`src/rtl/vlx_pkg.sv`:
```
package vlx_pkg;

    localparam int unsigned CLASS_W       = 5;
    localparam int unsigned TWO_FIRST     = 10;
    localparam int unsigned FOUR_FIRST    = 19;
    localparam int unsigned SIXTEEN_CODE  = 22;
    localparam int unsigned FP_BRANCH     = 23;

    function automatic int unsigned lat_of(input logic [CLASS_W-1:0] cls);
        int unsigned c;
        c = int'(cls);
        if (c < TWO_FIRST)          return 1;
        else if (c < FOUR_FIRST)    return 2;
        else if (c < SIXTEEN_CODE)  return 4;
        else if (c == SIXTEEN_CODE) return 16;
        else                        return 1;
    endfunction

endpackage

```
`src/rtl/vlx_lat_lookup.sv`:
```
module vlx_lat_lookup #(
    parameter int unsigned CNT_W = 4
) (
    input  logic [vlx_pkg::CLASS_W-1:0] cls,
    output logic [CNT_W-1:0]            reload
);
    always_comb begin
        reload = CNT_W'(vlx_pkg::lat_of(cls) - 1);
    end
endmodule

```
`src/rtl/vlx_countdown.sv`:
```
module vlx_countdown #(
    parameter int unsigned CNT_W = 4
) (
    input  logic             clk,
    input  logic             rst,
    input  logic             step,
    input  logic [CNT_W-1:0] reload,
    output logic             expire,
    output logic             busy
);
    typedef struct packed {
        logic [CNT_W-1:0] cnt;
    } cd_state_t;

    cd_state_t st_d, st_q;

    always_comb begin
        st_d   = st_q;
        expire = 1'b0;
        if (step) begin
            if (st_q.cnt == '0) st_d.cnt = reload;
            else                st_d.cnt = st_q.cnt - 1'b1;
            expire = (st_d.cnt == '0);
        end
    end

    always_ff @(posedge clk) begin
        if (rst) st_q <= '0;
        else     st_q <= st_d;
    end

    assign busy = (st_q.cnt != '0);
endmodule

```
`src/rtl/vlx_exec_stage.sv`:
```
module vlx_exec_stage #(
    parameter int unsigned TAG_W   = 8,
    parameter int unsigned MAX_LAT = 16
) (
    input  logic                        clk,
    input  logic                        rst,
    input  logic                        in_valid,
    input  logic [vlx_pkg::CLASS_W-1:0] in_class,
    input  logic [TAG_W-1:0]            in_tag,
    output logic                        out_valid,
    output logic [TAG_W-1:0]            out_tag,
    output logic                        busy
);
    localparam int unsigned CNT_W = (MAX_LAT > 2) ? $clog2(MAX_LAT) : 1;

    typedef struct packed {
        logic             vld;
        logic [TAG_W-1:0] tag;
    } olat_t;

    olat_t            ol_d, ol_q;
    logic [CNT_W-1:0] reload;
    logic             expire;

    vlx_lat_lookup #(.CNT_W(CNT_W)) u_lut (
        .cls    (in_class),
        .reload (reload)
    );

    vlx_countdown #(.CNT_W(CNT_W)) u_cd (
        .clk    (clk),
        .rst    (rst),
        .step   (in_valid),
        .reload (reload),
        .expire (expire),
        .busy   (busy)
    );

    always_comb begin
        ol_d = '0;
        if (!in_valid) begin
            ol_d.tag = in_tag;
        end else if (expire) begin
            ol_d.vld = 1'b1;
            ol_d.tag = in_tag;
        end
    end

    always_ff @(posedge clk) begin
        if (rst) ol_q <= '0;
        else     ol_q <= ol_d;
    end

    assign out_valid = ol_q.vld;
    assign out_tag   = ol_q.tag;
endmodule

```
`config.mk`:
```
export PLATFORM = sky130hd
export DESIGN_NAME = vlx_exec_stage
export DESIGN_NICKNAME = d
export VERILOG_FILES = /design/src/rtl/vlx_pkg.sv /design/src/rtl/vlx_lat_lookup.sv /design/src/rtl/vlx_countdown.sv /design/src/rtl/vlx_exec_stage.sv
export SDC_FILE = /design/constraint.sdc
export NUM_CORES = 1
export LEC_CHECK = 0
export BUFFER_PORTS_ARGS = -buffer_cell sky130_fd_sc_hd__buf_2
export CAP_MARGIN = 30
export CORE_AREA = 2 2 46 48
export CTS_CLUSTER_DIAMETER = 150
export DETAILED_ROUTE_END_ITERATION = 10
export DIE_AREA = 0 0 48 50
export GPL_ROUTABILITY_DRIVEN = 0
export SLEW_MARGIN = 10
export SYNTH_ARGS = -nofsm -noshare
export SYNTH_HDL_FRONTEND = slang
export SYNTH_HIERARCHICAL = 1
export SYNTH_SLANG_ARGS = --single-unit
export TNS_END_PERCENT = 20
```
`constraint.sdc`:
```
create_clock -name clk -period 3.3 [get_ports clk]
set_clock_uncertainty 0.15 [all_clocks]
set_input_delay 0 -clock clk [delete_from_list [all_inputs] [get_ports clk]]
set_output_delay 0 -clock clk [all_outputs]
set_load 0.02 [all_outputs]
```
# Word level (Yosys, flattened, before mapping)
# Cells that the tools add are included.
[word_totals] reg_bits=13 latch_bits=0 ram_bits=0 mem_bits_ro=0 input_bits=16 out_inout_bits=10 elab_cells=23 mem_count=0
[classes] add_sub_neg=2 n_mul=0 n_div=0 order_cmp=3 n_eq_ne=1 shifts=0 muxes=9 bitwise=1 n_reduce_logical=4
[ops] op="$mux 4" count=5
[ops] op="$lt 5x5->1 const B" count=2
[ops] op="$mux 9" count=1
[ops] op="$logic_not 4->1" count=2
[ops] op="$mux 8" count=1
[ops] op="$sub 4x1->4 const B" count=2
[ops] op="$eq 5x5->1 const B" count=1
[ops] op="$lt 5x4->1 const B" count=1
[ops] op="$reduce_bool 4->1" count=1
[ops] op="$mux 1" count=2
[ops] op="$reduce_or 2->1" count=1
[ops] op="$not 1->1" count=1

# Depth between registers and ports, before layout
[depth] depth_word=12 mapped_depth=11

# By module
# Netlist, hierarchy kept.
[modules_own_cells] module="vlx_exec_stage" instances=1 cells_each=22 area_each_um2=317.8 seq_area_each_um2=180.2
[modules_own_cells] module="vlx_countdown" instances=1 cells_each=37 area_each_um2=302.8 seq_area_each_um2=80.1
[modules_own_cells] module="vlx_lat_lookup" instances=1 cells_each=15 area_each_um2=96.3 seq_area_each_um2=0.0

# Worst setup path before layout
# OpenSTA, ideal clock, no wires.
[synth_timing] kind="register to register" start="reg u_cd/st_q[0] in the netlist's numbering" end="reg ol_q, in the netlist out_tag[0]" t_arrival_ps=2133 required_time_ps=3077 setup_slack_ps=944 stages_incl_launch_ff=10 n_path_buf=2 synth_period_minus_slack_ps=2356 path_cell_list="dfxtp_1 inv_1 ha_1 or3b_1 clkbuf_2 or3_1 a221oi_2 nor2b_4 buf_6 nor3b_2"
[synth_between] elab_chain_len=7 word_cells_on_any_way=8
[synth_rtl] item="start, declared" line="vlx_countdown.sv:15" text="cd_state_t st_d, st_q;"
[synth_rtl] item="start signal, assigned" line="vlx_countdown.sv:29" text="else st_q <= st_d;"
[synth_rtl] item="$sub 4x1->4 / $logic_not 4->1 (equally long branches)" line="vlx_countdown.sv:22, vlx_countdown.sv:21"
[synth_rtl] item="$mux 4 (*)" line="vlx_countdown.sv:21" text="if (st_q.cnt == '0) st_d.cnt = reload;"
[synth_rtl] item="$mux 4 (*)" line="vlx_countdown.sv:20" text="if (step) begin"
[synth_rtl] item="$logic_not 4->1 (*)" line="vlx_countdown.sv:23" text="expire = (st_d.cnt == '0);"
[synth_rtl] item="$mux 1 (*)" line="vlx_countdown.sv:20"
[synth_rtl] item="net expire" line="vlx_exec_stage.sv:23" text="logic expire;"
[synth_rtl] item="$mux 9 (*)" line="vlx_exec_stage.sv:43" text="end else if (expire) begin"
[synth_rtl] item="$mux 8 (*)" line="vlx_exec_stage.sv:41" text="if (!in_valid) begin"
[synth_rtl] item="end signal, assigned" line="vlx_exec_stage.sv:51" text="else ol_q <= ol_d;"
[synth_rtl] item="end, declared" line="vlx_exec_stage.sv:21" text="olat_t ol_d, ol_q;"
# Mark *: on every way through the listed nets, which the timed path passes. The rest lies on a longest branch. The select of a mux whose other input is x is not followed.
# A chain may end at the register's enable or synchronous reset.

# Final worst setup path
[layout_timing] start="reg u_cd/st_q[0] in the netlist's numbering" end="reg ol_q, in the netlist out_tag[3]"
# Same word-level chain as after synthesis.

==> summary.md <==
| Metric | Value |
|---|---|
| Crit path time final | `roughly 3 ns` |
| Hold Crit Depth | `4` |
| Post-synth cell types | `36` |
| Hold Violations, Final | `0` |
| Initial core utilization | `~38%` |
| Die area | `roughly 2400 um2` |
| Design area | `about 1100 um2` |
| Worst path cell trace | `inv_1, ha_1, or3b_1, or3_1, a221oi_2, nor2b_4, nor3b_2, dlygate4sd3_1` |
| Critical Path Source | `u_cd/st_q[0]` |
| Placed cell area | `approximately 850 um2` |
| Skew-Pair Late Insertion Delay | `~0.27 ns` |
| Worst hold start | `in_class[3]` |
| Buffer and inverter count on the worst path | `2` |
| Sum Neg Setup Slack | `0 ns` |
| Core area | `1900 um2` |
| Cells after Synth | `74` |
| Period utilization | `90.5%` |
| CP Launch Type | `flip-flop` |
| Synthesis-to-finish area growth | `49.4%` |
| Pint | `about 280 uW` |
| Yosys reg bits | `13` |
| RSZ-0062 raised after global routing | `no` |
| Combinational share of power | `33.6%` |
| Layout cells sized above 1 | `between 30% and 40%` |
| Worst Tran Pin Value | `approximately 0.33 ns` |
| CTS Root Cell | `clkbuf_4` |
| Final nets | `approximately 140` |
| Hold Crit Class | `in -> reg` |
| Row Count | `16` |
| Num CTS Buffers | `3` |
| Filler Cell Count | `between 150 and 200` |
| Inserted Diodes | `0` |
| Reg-to-reg slack, setup | `~0.32 ns` |
| Path depth of the worst reg2reg path | `8` |
| Top delay family on crit path | `simple AND/OR/NAND/NOR gates` |
| Seq/Total Area, Yosys | `36.3%` |
| Max_slew headroom | `78.0%` |
| Seq pwr share | `a little over two fifths` |
| Die height | `50 um` |
| Worst path arrival time | `3.05 ns` |
| Initial antenna violation count | `0` |
| Sw frac | `between 30% and 40%` |
| H-Tree Depth | `1` |
| Max-cap violations | `0` |
| Power, Total | `around 410 uW` |
| Power Density | `roughly 380 nW/um2` |
| Largest net degree at the start of global routing | `14` |
| Total vias in the final route | `692` |
| GRT overflow | `0` |
| Worst VDD drop | `roughly 0.23 mV` |
| Vias in the first global route | `approximately 680` |
| Router iterations before antenna repair | `4` |
| Setup-failing EPs final | `0` |
| Routed vias/inst | `between 4 and 5` |
| Post-Route WL | `1590 um` |
| Utilization after layout | `between 50% and 60%` |
| Levels on crit path | `8` |
| Clock share of power | `between 20 and 25%` |
| IO buf count | `25` |
| Critical Path RT | `roughly 3.4 ns` |
| Critical Path Sink Type | `flip-flop` |
| Worst flop-to-flop path startpoint | `u_cd/st_q[0]` |
| Drt first-iter violations | `10` |
| Warnings, synthesis | `6` |
| Critical path type | `reg -> reg` |
| Worst path slowest cell | `dlygate4sd3_1` |
| Total GRT Usage | `approximately 16%` |
| Slowest stage delay, CP | `roughly 0.56 ns` |
| Dpl hpwl | `roughly 1100 um` |
| DRC | `0` |
| Clk sinks | `13` |
| Clk slew on worst S/H paths | `roughly 0.070 ns` |
| Status | `complete, no violations` |
| Critical-path maximum fanout | `8` |
| Mapped Nets | `between 90 and 100` |
| Leak | `around 0.00050 uW` |
| PostCTS Resize Cnt | `0` |
| P_sw | `125 uW` |
| First-pass GRT wire length | `between 2000 and 3000 um` |
| Synthesized area | `between 700 and 800 um2` |
| Horiz. Die Dim | `between 40 and 50 um` |
| Max frequency | `0.335 GHz` |
| Clock tree from TritonCTS | `done` |
| I/O pins | `26` |
| Routed Antenna Nets | `0` |
| Slew Limit Fails | `0` |
| Syn Area/Cell | `9.69 um2` |
| Max clock buf depth | `2` |
| Routed len/inst | `about 11 um` |
flip-flops by register name, summed over array words and instances (netlist names):
register,flops
out_valid,1
out_tag,8
u_cd/st_q,4
power groups by stage:
stage          Sequential, uW  Combinational [uW]  Clock (uW)
2_1_floorplan             186                85.5           0
3_3_place_gp              181                 119           0
3_5_place_dp              181                 119           0
4_1_cts                   178                 136        98.3
5_1_grt                   180                 151         111
6_report                  178                 137        93.7
stage by stage:
stage / hold WS, ns / setup WS, ns / cells
after floorplan: -0.0809 / 0.944 / 74
after global placement: 0.0842 / 0.949 / 123
after detailed placement: 0.0940 / 0.909 / 123
after CTS: 0.162 / 0.357 / 146
after global routing: 0.195 / 0.152 / 146
final: 0.171 / 0.315 / 146
what timing repair did:
| item | CTS | global route |
|---|---|---|
| endpoints found under the hold margin | 12 | 0 |
| hold buffers | 19 | 0 |
| setup endpoints to repair | 0 | 0 |
| buffers inserted | 0 | 0 |
worst reg2reg max path: cells and delay by family, from the launching register on:
family	cells	cell delay [ns]
buf+inv	2	0.67
flops	1	0.36
compound gates	1	0.37
fa+ha+maj	1	0.26
simple gates	4	1.14
final cells by class:
type / count / area (um2) / share of cell area (%)
repair buffers: 44 / 315 / 29.4
clock buffers: 4 / 26.3 / 2.45
well taps: 27 / 33.8 / 3.15
multi-input cells: 53 / 417 / 38.9
inverters: 5 / 18.8 / 1.75
flip-flops and latches: 13 / 260 / 24.3
cell usage in the layout (no fill, tap or decap), types with 3 or more instances in the layout:
cell type / count
a21oi_1: 3
nor2_1: 7
buf_2: 25
nor3b_2: 8
nand2_1: 3
inv_1: 5
dlygate4sd3_1: 19
clkbuf_4: 3
dfxtp_1: 13
cells in the mapped netlist:
| master | number | area, um2 |
|---|---|---|
| a2111o_1 | 1 | 11.3 |
| a211o_1 | 1 | 8.76 |
| a211oi_1 | 2 | 15.0 |
| a21o_1 | 1 | 7.51 |
| a21oi_1 | 3 | 15.0 |
| a21oi_2 | 1 | 8.76 |
| a221o_1 | 1 | 10.0 |
| a221oi_2 | 1 | 15.0 |
| a2bb2oi_1 | 1 | 8.76 |
| a311oi_1 | 1 | 8.76 |
| a31o_2 | 1 | 8.76 |
| a31oi_1 | 1 | 6.26 |
| and2_1 | 1 | 6.26 |
| and2b_2 | 2 | 17.5 |
| buf_2 | 1 | 5.00 |
| buf_6 | 1 | 11.3 |
| clkbuf_2 | 1 | 5.00 |
| dfxtp_1 | 13 | 260 |
| ha_1 | 2 | 25.0 |
| inv_1 | 5 | 18.8 |
| nand2_1 | 3 | 11.3 |
| nand2b_1 | 2 | 12.5 |
| nand3_1 | 1 | 5.00 |
| nand3b_1 | 1 | 7.51 |
| nor2_1 | 7 | 26.3 |
| nor2b_1 | 1 | 6.26 |
| nor2b_4 | 1 | 13.8 |
| nor3_1 | 1 | 5.00 |
| nor3b_2 | 8 | 100 |
| o211ai_1 | 1 | 7.51 |
| o21ai_0 | 2 | 10.0 |
| or2_2 | 1 | 6.26 |
| or2b_2 | 1 | 8.76 |
| or3_1 | 1 | 6.26 |
| or3b_1 | 1 | 8.76 |
| xor2_1 | 1 | 8.76 |
logic make-up after synthesis:
logic type	share of synthesized area (%)
adders and majority gates	3.49
xor gates and xnor gates	1.22
buffers and inverters	5.58
and+or+nand+nor	33.7
AOI/OAI and AO/OA	19.7
DFF	36.3
worst paths after layout:
check / endpoint
max: out_tag[3]
min: u_cd/st_q[0]
max reg2reg: out_tag[3]
min reg2reg: u_cd/st_q[1]
layer usage:
layer | up-vias | wire, um | global-route usage [%]
met5 | - | 0 | 0
li1 | 354 | - | -
met1 | 319 | 694 | 17.0
met3 | 2 | 74 | 6.59
met4 | 0 | 4 | 2.70
met2 | 17 | 813 | 27.3
Power figures use the tool's default switching activity.
